**src/rtl/pll_ctl_pkg.sv**
```systemverilog
package pll_ctl_pkg;

    // Control word field layout
    localparam int PD_BIT   = 0;
    localparam int BYP_BIT  = 1;
    localparam int OD_LSB   = 2;
    localparam int OD_W     = 2;
    localparam int ID_LSB   = 4;
    localparam int ID_W     = 5;
    localparam int FB_LSB   = 9;
    localparam int FB_W     = 7;
    localparam int BAND_LSB = 20;
    localparam int BAND_W   = 4;

    // Width of the low part of the control word that the decoder consumes
    localparam int LO_W = FB_LSB + FB_W;

    // Register byte addresses
    localparam int CTRL_ADDR = 0;
    localparam int STAT_ADDR = 4;

    // Bits of the control word that are stored; all others read back as zero
    localparam logic [31:0] CTRL_MASK =
        (32'(1) << LO_W) - 32'(1) | (((32'(1) << BAND_W) - 32'(1)) << BAND_LSB);

    // Control fields converted to their effective values
    typedef struct packed {
        logic            pd;
        logic            byp;
        logic [OD_W-1:0] od_sh;
        logic [ID_W:0]   in_div;
        logic [FB_W+1:0] fb_mul;
    } pll_cfg_t;

    typedef enum logic [1:0] {
        S_OFF,
        S_CALC,
        S_WAIT,
        S_LOCKED
    } lock_state_t;

    typedef enum logic {
        D_IDLE,
        D_RUN
    } div_state_t;

endpackage

```
**src/rtl/pll_field_decode.sv**
```systemverilog
module pll_field_decode
    import pll_ctl_pkg::*;
(
    input  logic [LO_W-1:0] ctrl_lo,
    output pll_cfg_t        cfg
);

    logic [FB_W:0] fb_plus1;

    always_comb begin
        fb_plus1    = {1'b0, ctrl_lo[FB_LSB +: FB_W]} + (FB_W+1)'(1);
        cfg.pd      = ctrl_lo[PD_BIT];
        cfg.byp     = ctrl_lo[BYP_BIT];
        cfg.od_sh   = ctrl_lo[OD_LSB +: OD_W];
        cfg.in_div  = {1'b0, ctrl_lo[ID_LSB +: ID_W]} + (ID_W+1)'(1);
        cfg.fb_mul  = {fb_plus1, 1'b0};
    end

endmodule

```
**src/rtl/pll_rate_divider.sv**
```systemverilog
module pll_rate_divider
    import pll_ctl_pkg::*;
#(
    parameter int NUM_W = 33,
    parameter int DEN_W = 6
) (
    input  logic             clk,
    input  logic             rst_n,
    input  logic             start,
    input  logic [NUM_W-1:0] num,
    input  logic [DEN_W-1:0] den,
    output logic             done,
    output logic [NUM_W-1:0] quo
);

    localparam int CNT_W = $clog2(NUM_W);

    div_state_t       st;
    logic [CNT_W-1:0] steps_left;
    logic [DEN_W-1:0] rem;
    logic [DEN_W:0]   trial;
    logic             take;
    logic [DEN_W-1:0] rem_n;

    // One restoring step: bring down the next dividend bit, subtract if possible
    always_comb begin
        trial = {rem, quo[NUM_W-1]};
        take  = (trial >= {1'b0, den});
        rem_n = take ? DEN_W'(trial - {1'b0, den}) : trial[DEN_W-1:0];
    end

    always_ff @(posedge clk or negedge rst_n) begin
        if (!rst_n) begin
            st         <= D_IDLE;
            steps_left <= '0;
            rem        <= '0;
            quo        <= '0;
            done       <= 1'b0;
        end else if (start) begin
            st         <= D_RUN;
            steps_left <= CNT_W'(NUM_W - 1);
            rem        <= '0;
            quo        <= num;
            done       <= 1'b0;
        end else begin
            unique case (st)
                D_IDLE: begin
                    done <= 1'b0;
                end
                D_RUN: begin
                    rem <= rem_n;
                    quo <= {quo[NUM_W-2:0], take};
                    if (steps_left == '0) begin
                        st   <= D_IDLE;
                        done <= 1'b1;
                    end else begin
                        steps_left <= steps_left - CNT_W'(1);
                    end
                end
            endcase
        end
    end

endmodule

```
**src/rtl/pll_lock_fsm.sv**
```systemverilog
module pll_lock_fsm
    import pll_ctl_pkg::*;
#(
    parameter int RELOCK_CYCLES = 64
) (
    input  logic clk,
    input  logic rst_n,
    input  logic ctrl_wr,
    input  logic pd,
    input  logic calc_done,
    output logic locked
);

    localparam int CW = $clog2(RELOCK_CYCLES + 1);

    lock_state_t st, st_n;
    logic [CW-1:0] cnt;
    logic          expired;

    assign expired = (cnt == '0);

    // Next state: a control write always restarts the sequence
    always_comb begin
        st_n = st;
        if (ctrl_wr) begin
            st_n = S_CALC;
        end else begin
            unique case (st)
                S_OFF:    st_n = S_OFF;
                S_CALC: begin
                    if (calc_done) begin
                        if (pd)           st_n = S_OFF;
                        else if (expired) st_n = S_LOCKED;
                        else              st_n = S_WAIT;
                    end
                end
                S_WAIT:   if (expired) st_n = S_LOCKED;
                S_LOCKED: st_n = S_LOCKED;
            endcase
        end
    end

    // State register
    always_ff @(posedge clk or negedge rst_n) begin
        if (!rst_n) st <= S_OFF;
        else        st <= st_n;
    end

    // Relock counter
    always_ff @(posedge clk or negedge rst_n) begin
        if (!rst_n)        cnt <= '0;
        else if (ctrl_wr)  cnt <= CW'(RELOCK_CYCLES - 1);
        else if (!expired) cnt <= cnt - CW'(1);
    end

    // Outputs
    always_ff @(posedge clk or negedge rst_n) begin
        if (!rst_n) locked <= 1'b0;
        else        locked <= (st_n == S_LOCKED);
    end

endmodule

```
**src/rtl/pll_ctl_regs.sv**
```systemverilog
module pll_ctl_regs
    import pll_ctl_pkg::*;
#(
    parameter int unsigned PARENT_RATE   = 33333,
    parameter int          RATE_W        = 24,
    parameter int          RELOCK_CYCLES = 64,
    parameter int unsigned VCO_MIN       = 400000,
    parameter int unsigned VCO_MAX       = 1600000,
    parameter int          ADDR_W        = 4
) (
    input  logic                 clk,
    input  logic                 rst_n,
    input  logic                 wr_en,
    input  logic [ADDR_W-1:0]    wr_addr,
    input  logic [31:0]          wr_data,
    input  logic                 rd_en,
    input  logic [ADDR_W-1:0]    rd_addr,
    output logic [31:0]          rd_data,
    output logic [RATE_W+8:0]    pll_rate,
    output logic                 pll_locked,
    output logic                 pll_error
);

    localparam int NUM_W = RATE_W + FB_W + 2;
    localparam int DEN_W = ID_W + 1;
    localparam logic [NUM_W-1:0] PARENT_V = NUM_W'(PARENT_RATE);
    localparam logic [NUM_W-1:0] VMIN_V   = NUM_W'(VCO_MIN);
    localparam logic [NUM_W-1:0] VMAX_V   = NUM_W'(VCO_MAX);

    logic [31:0]      ctrl_q;
    logic             ctrl_wr;
    logic             start_q;
    pll_cfg_t         cfg;
    logic [NUM_W-1:0] num;
    logic             div_done;
    logic [NUM_W-1:0] vco;
    logic             calc_done;

    assign ctrl_wr   = wr_en && (wr_addr == ADDR_W'(CTRL_ADDR));
    assign num       = PARENT_V * NUM_W'(cfg.fb_mul);
    assign calc_done = div_done && !start_q;

    always_ff @(posedge clk or negedge rst_n) begin
        if (!rst_n) begin
            ctrl_q  <= 32'(1) << PD_BIT;
            start_q <= 1'b0;
        end else begin
            start_q <= ctrl_wr;
            if (ctrl_wr) ctrl_q <= wr_data & CTRL_MASK;
        end
    end

    pll_field_decode u_dec (
        .ctrl_lo (ctrl_q[LO_W-1:0]),
        .cfg     (cfg)
    );

    pll_rate_divider #(
        .NUM_W (NUM_W),
        .DEN_W (DEN_W)
    ) u_div (
        .clk   (clk),
        .rst_n (rst_n),
        .start (start_q),
        .num   (num),
        .den   (cfg.in_div),
        .done  (div_done),
        .quo   (vco)
    );

    pll_lock_fsm #(
        .RELOCK_CYCLES (RELOCK_CYCLES)
    ) u_lock (
        .clk       (clk),
        .rst_n     (rst_n),
        .ctrl_wr   (ctrl_wr),
        .pd        (cfg.pd),
        .calc_done (calc_done),
        .locked    (pll_locked)
    );

    // Result registers, loaded when a computation for the current word finishes
    always_ff @(posedge clk or negedge rst_n) begin
        if (!rst_n) begin
            pll_rate  <= '0;
            pll_error <= 1'b0;
        end else if (calc_done) begin
            if (cfg.byp)     pll_rate <= PARENT_V;
            else if (cfg.pd) pll_rate <= '0;
            else             pll_rate <= vco >> cfg.od_sh;
            pll_error <= (vco < VMIN_V) || (vco > VMAX_V);
        end
    end

    // Registered read port
    always_ff @(posedge clk or negedge rst_n) begin
        if (!rst_n) begin
            rd_data <= '0;
        end else if (rd_en) begin
            if (rd_addr == ADDR_W'(CTRL_ADDR))      rd_data <= ctrl_q;
            else if (rd_addr == ADDR_W'(STAT_ADDR)) rd_data <= {30'b0, pll_error, pll_locked};
            else                                    rd_data <= '0;
        end
    end

endmodule

```
**config.mk**
```make
export PLATFORM = sky130hd
export DESIGN_NAME = pll_ctl_regs
export DESIGN_NICKNAME = d
export VERILOG_FILES = /design/src/rtl/pll_ctl_pkg.sv /design/src/rtl/pll_field_decode.sv /design/src/rtl/pll_rate_divider.sv /design/src/rtl/pll_lock_fsm.sv /design/src/rtl/pll_ctl_regs.sv
export SDC_FILE = /design/constraint.sdc
export NUM_CORES = 1
export LEC_CHECK = 0
export BUFFER_PORTS_ARGS = -buffer_cell sky130_fd_sc_hd__buf_2
export CAP_MARGIN = 5
export CORE_ASPECT_RATIO = 0.8
export CORE_MARGIN = 10
export CORE_UTILIZATION = 30
export DETAILED_ROUTE_END_ITERATION = 8
export PLACE_DENSITY = 0.55
export SETUP_SLACK_MARGIN = 0.4
export SLEW_MARGIN = 40
export SYNTH_ARGS = -nofsm -noshare
export SYNTH_HDL_FRONTEND = slang
export SYNTH_SLANG_ARGS = --single-unit
```
**constraint.sdc**
```tcl
create_clock -name clk -period 6 [get_ports clk]
set_clock_uncertainty 0.05 [all_clocks]
set_input_delay 0.3 -clock clk [delete_from_list [all_inputs] [get_ports clk]]
set_output_delay 0.3 -clock clk [all_outputs]
set_load 0.02 [all_outputs]
```
==> flow_metrics.env, run 1 <==
export IMPL_status="completed"
export IMPL_async_flop_share=1.00
export IMPL_cts_setup_buffers=0
export IMPL_core_area_mm2=0.0272
export IMPL_postRouteAntennaNets=0
export IMPL_criticalPathCategory="register to register"
export IMPL_cts_root_buf="clkbuf_16"
export IMPL_ctsLongestPathBuffers=2
export IMPL_drt_iter0_drc=337
export IMPL_syn_inst=843
export IMPL_yosysWarningCount=0
export IMPL_grt_max_degree=77
export IMPL_area_growth_pct=17.3
export IMPL_die_h_um=168
export IMPL_rows=54
export IMPL_port_buffers=86
export IMPL_worstPathArrival_ns=5.55
export IMPL_clock_sinks=132
export IMPL_startpoint_type="register"
export IMPL_rsz0062_at_grt="no"
export IMPL_die_w_um=206
export IMPL_utilization=0.356
export IMPL_die_area_mm2=0.0346
export IMPL_vias=6246
export IMPL_p_leak_nw=4.67
export IMPL_wl_per_cell_um=15.6
export IMPL_clkTransAtPathRegs_ns=0.06
export IMPL_max_freq_mhz=189
export IMPL_critPathMaxFanout=7
export IMPL_max_cap_viol_count=0
export IMPL_vdd_drop_max_uv=250
export IMPL_start_util=0.304
export IMPL_hold_class="primary input to register"
export IMPL_ys_seq_elements=132
export IMPL_synth_cell_types=66
export IMPL_seq_area_frac_synth=0.400
export IMPL_worstMarginPinSlew_ns=0.723
export IMPL_maxSlewHeadroom=0.518
export IMPL_cts_htree_levels=4
export IMPL_io_pins=111
export IMPL_setup_violations=0
export IMPL_endpoint_kind="register"
export IMPL_crit_required_ns=6.25
export IMPL_synth_cell_area_mm2=0.00826
export IMPL_grt_pass1_wl_mm=33.0
export IMPL_via_per_inst=4.84
export IMPL_globalplace_congestion=0.815
export IMPL_grt_pass1_vias=6074
export IMPL_synth_edf_count=0
export IMPL_period_needed_ns=5.30
export IMPL_avgSynthCellArea_um2=9.80
export IMPL_gr_total_overflow=0
export IMPL_ys_flop_type="dfrtp_1"
export IMPL_diodes=0
export IMPL_drc=0
export IMPL_report_final_slew_viol_count=0
export IMPL_power_density_mw_per_mm2=515
export IMPL_dpl_hpwl_mm=14.4
export IMPL_track_usage=0.116
export IMPL_tritoncts="done"
export IMPL_cts_buffers=17
export IMPL_wirelength_mm=20.2
export IMPL_antenna_found_initial=0
export IMPL_drive_above_1_share=0.180
export IMPL_tns_ns=0
export IMPL_finalHoldViolCount=0
export IMPL_power_mw=4.99
export IMPL_period_share=0.883
export IMPL_clock_latency_ns=0.42
export IMPL_nFillCells=2750
export IMPL_first_pass_iters=5
export IMPL_nets=1031
-- what timing repair did --
item / in CTS / in global routing
endpoints found under the hold margin: 75 / 0
endpoints found under the setup margin: 0 / 3
gates resized for setup: 0 / 1
hold buffers: 2 / 0
-- cell usage after synthesis (13+ instances only) --
cell type	n	area (um2)
nand2_1	126	473
a211oi_1	15	113
nand3_1	15	75.1
nor4_1	13	81.3
inv_1	54	203
a22o_1	20	175
clkbuf_1	29	109
dfrtp_1	131	3280
mux2i_1	39	390
xor2_1	13	114
ha_1	59	738
nor2_1	34	128
o21ai_0	60	300
a21oi_1	31	155
mux4_2	14	315
xnor2_1	15	131
-- area by class of cell --
class / instances / area, um2 / area share
Clock buffer: 17 / 425 / 0.0439
Clock inverter: 12 / 206 / 0.0213
Inverter: 57 / 214 / 0.0221
Multi-Input combinational cell: 610 / 4540 / 0.468
Tap cell: 364 / 455 / 0.0470
Timing Repair Buffer: 99 / 543 / 0.0560
Sequential cell: 132 / 3310 / 0.342
-- flip-flops by register name, summed over array words and instances, names as in the netlist, 2 cells and up --
register          cells
ctrl_q               20
pll_rate             33
rd_data              20
u_div.quo            33
u_div.rem             6
u_div.steps_left      6
u_lock.cnt            7
u_lock.st             2
-- power breakdown --
group	internal, mW	switching, mW	leakage, nW
clock network	0.733	0.414	0.305
registers	1.17	0.358	1.70
logic	1.04	1.27	2.67
total	2.95	2.04	4.67
-- worst paths after layout --
check	start	to	slack, ns	cells after the start
min reg2reg	pll_rate[9]	pll_rate[9]	0.42	2
min	wr_data[7]	ctrl_q[7]	0.02	3
max	ctrl_q[10]	u_div.quo[23]	0.70	17
max in group asynchronous	rst_n	ctrl_q[2]	4.17	3
min in group asynchronous	rst_n	pll_rate[27]	0.40	2
max reg2reg	ctrl_q[10]	u_div.quo[23]	0.70	17
-- cell families after synthesis --
kind of cell,share of synthesized area
fa+ha+maj,0.116
simple gates,0.137
other cells,0.000454
compound gates,0.162
xor+xnor,0.0297
buf+inv,0.0586
flops,0.400
mux,0.0963
-- routing by layer --
layer	vias to the layer above	wire length, um	track usage
met5	-	0	0
met4	0	223	0.0310
met3	14	871	0.0263
met2	91	8570	0.167
met1	3008	10500	0.170
li1	3133	-	-
-- critical path, cell delays in order (launching register included) --
cell and delay (ns):
dfrtp_1 0.50, ha_1 0.30, nand3_1 0.18, xor2_2 0.33, inv_1 0.21, ha_1 0.36, ha_1 0.28, inv_1 0.05
fa_1 0.49, fa_1 0.56, inv_1 0.04, ha_1 0.36, a211oi_1 0.35, o21bai_1 0.15, o21a_2 0.26, o211ai_2 0.28
a2111oi_1 0.14, a211o_1 0.29
-- through the flow --
step	instance area (um2)	std cells	hold WS, ns	worst slack (ns)
after global placement	9010	1259	0.348	0.729
after floorplan	8310	854	-0.0456	1.34
after detailed placement	9010	1259	0.347	0.582
final	9690	1291	0.0193	0.702
after CTS	9670	1290	0.00305	0.535
after global routing	9690	1291	0.0105	0.448
-- cell usage in the layout, fill, tap and decap left out, types with 5 or more instances in the layout --
cell type,count
a21o_1,12
a22o_1,20
buf_2,85
mux2_2,8
nor2_1,34
mux2i_1,39
nand2_1,126
o211ai_1,5
o21a_1,7
nand2b_1,8
buf_4,10
mux4_2,14
nor3_1,11
a21oi_1,31
nor4_1,13
a211oi_1,15
fa_1,11
bufinv_16,5
clkbuf_16,17
a211o_1,6
a32o_1,7
nor2b_1,10
nand3_1,15
xnor2_1,14
dfrtp_1,128
o21ai_0,60
xor2_1,12
conb_1,12
ha_1,59
inv_1,54
No activity file was read; power rests on OpenSTA's default activity.
==> run 2, diff against run 1 <==
CORE_UTILIZATION = 44   (was 30)
PLACE_DENSITY = 0.72   (was 0.55)
==> run 2 against run 1 <==
Effect of this change:
- via count is 2.6% higher
- design area is 2.2% lower
- clock power is 10% lower
- sequential share of layout area is 0.76 points higher
- non-clock buffer count is 2 lower
- largest power group unchanged
- highest routed layer unchanged
==> flow_metrics.env, run 2 (synthesized netlist as in run 1, its figures left out) <==
export IMPL_vias=6408
export IMPL_drt_iter0_drc=511
export IMPL_antenna_found_initial=0
export IMPL_port_buffers=86
export IMPL_worstPathArrival_ns=5.56
export IMPL_rsz0062_at_grt="no"
export IMPL_report_final_slew_viol_count=0
export IMPL_drc=0
export IMPL_die_h_um=143
export IMPL_core_area_mm2=0.0183
export IMPL_period_share=0.884
export IMPL_grt_max_degree=69
export IMPL_nets=1029
export IMPL_tns_ns=0
export IMPL_dpl_hpwl_mm=14.0
export IMPL_grt_pass1_vias=6300
export IMPL_worst_slack_ns=0.698
export IMPL_io_pins=111
export IMPL_rows=44
export IMPL_vdd_drop_max_uv=283
export IMPL_via_per_inst=5.43
export IMPL_maxSlewHeadroom=0.453
export IMPL_start_util=0.452
export IMPL_max_freq_mhz=189
export IMPL_final_cell_mix="128 x dfrtp_1, 126 x nand2_1, 85 x buf_2, 60 x o21ai_0, 59 x ha_1"
export IMPL_ctsLongestPathBuffers=2
export IMPL_clkTransAtPathRegs_ns=0.06
export IMPL_period_needed_ns=5.30
export IMPL_area_growth_pct=14.7
export IMPL_power_density_mw_per_mm2=519
export IMPL_die_w_um=173
export IMPL_clock_latency_ns=0.42
export IMPL_diodes=0
export IMPL_setup_violations=0
export IMPL_first_pass_iters=5
export IMPL_wirelength_mm=19.6
export IMPL_dp_slack_ns=0.678
export IMPL_cts_setup_buffers=0
export IMPL_wl_per_cell_um=16.6
export IMPL_critPathMaxFanout=9
export IMPL_globalplace_congestion=0.855
export IMPL_track_usage=0.159
export IMPL_postRouteAntennaNets=0
export IMPL_finalHoldViolCount=0
export IMPL_cts_htree_levels=4
export IMPL_endpoint_kind="register"
export IMPL_final_common_cell="dfrtp_1"
export IMPL_tritoncts="done"
export IMPL_max_cap_viol_count=0
export IMPL_biggestRegsByFlops="pll_rate x33, u_div.quo x33"
export IMPL_p_leak_nw=4.62
export IMPL_gr_total_overflow=0
export IMPL_criticalPathCategory="register to register"
export IMPL_clock_sinks=132
export IMPL_grt_pass1_wl_mm=32.5
export IMPL_startpoint_type="register"
export IMPL_status="completed"
export IMPL_worstMarginPinSlew_ns=0.820
export IMPL_die_area_mm2=0.0247
export IMPL_cts_root_buf="clkbuf_16"
export IMPL_crit_required_ns=6.26
export IMPL_drive_above_1_share=0.180
export IMPL_cts_buffers=17
export IMPL_hold_class="primary input to register"
run 2: cell count changes in the layout (fill, tap and decap cells not counted), moves of 2 or more:
cell,before,now
bufinv_16,5,1
inv_8,0,3
clkinvlp_4,1,3
clkinv_4,4,1
inv_6,1,6
run 2: worst paths after layout:
kind / from / endpoint / slack, ns / cells after the start
min in group asynchronous: rst_n / pll_rate[29] / 0.37 / 2
worst max register to register: ctrl_q[9] / u_div.quo[23] / 0.70 / 17
worst min-delay path: wr_data[20] / ctrl_q[20] / 0.01 / 3
worst max-delay path: ctrl_q[9] / u_div.quo[23] / 0.70 / 17
worst min register to register: ctrl_q[20] / ctrl_q[20] / 0.43 / 2
max in group asynchronous: rst_n / ctrl_q[2] / 4.52 / 3
run 2: layout make-up:
type / instances / area, um2
Inverter: 57 / 214
Clock buffer: 17 / 425
Fill cell: 1671 / 8800
Clock inverter: 15 / 164
Sequential cell: 132 / 3310
Tap cell: 253 / 317
Timing Repair Buffer: 97 / 522
Multi-Input combinational cell: 610 / 4530
run 2: critical path: stages, from the launching register on:
cell and delay [ns]:
dfrtp_1 0.51, ha_1 0.29, nand3_1 0.18, xor2_2 0.31, inv_1 0.20, ha_1 0.37, ha_1 0.29, inv_1 0.05
fa_1 0.49, fa_1 0.54, inv_1 0.04, ha_1 0.37, a211oi_1 0.39, o21bai_1 0.16, o21a_2 0.26, o211ai_2 0.27
a2111oi_1 0.13, a211o_1 0.29
run 2: per-layer routing:
| metal | routed length (um) | GRT usage | share of wire | vias up |
|---|---|---|---|---|
| met4 | 165 | 0.0380 | 0.0084 | 0 |
| met3 | 1010 | 0.0414 | 0.052 | 16 |
| met5 | 0 | 0 | 0 | - |
| met1 | 9710 | 0.224 | 0.49 | 3117 |
| li1 | - | - | - | 3124 |
| met2 | 8740 | 0.238 | 0.45 | 151 |
run 2: repair_timing:
item,CTS,global route
gates resized for setup,0,1
endpoints found under the hold margin,58,0
endpoints found under the setup margin,0,1
hold buffers,1,0
run 2: per-stage QoR:
step | instances | hold slack, ns | utilization | power (mW) | cell area, um2
6_report | 1181 | 0.0123 | 0.519 | 4.92 | 9480
5_1_grt | 1181 | 0.00946 | 0.519 | 5.32 | 9480
4_1_cts | 1181 | 0.00164 | 0.518 | 4.93 | 9470
3_5_place_dp | 1148 | 0.371 | 0.485 | 3.84 | 8870
3_3_place_gp | 1148 | 0.370 | 0.485 | 3.76 | 8870
2_1_floorplan | 854 | -0.0456 | - | 3.27 | 8310
run 2: power breakdown:
group | total (mW) | switching, mW | internal (mW)
clock | 1.03 | 0.443 | 0.590
combinational | 2.35 | 1.30 | 1.05
sequential | 1.54 | 0.363 | 1.17
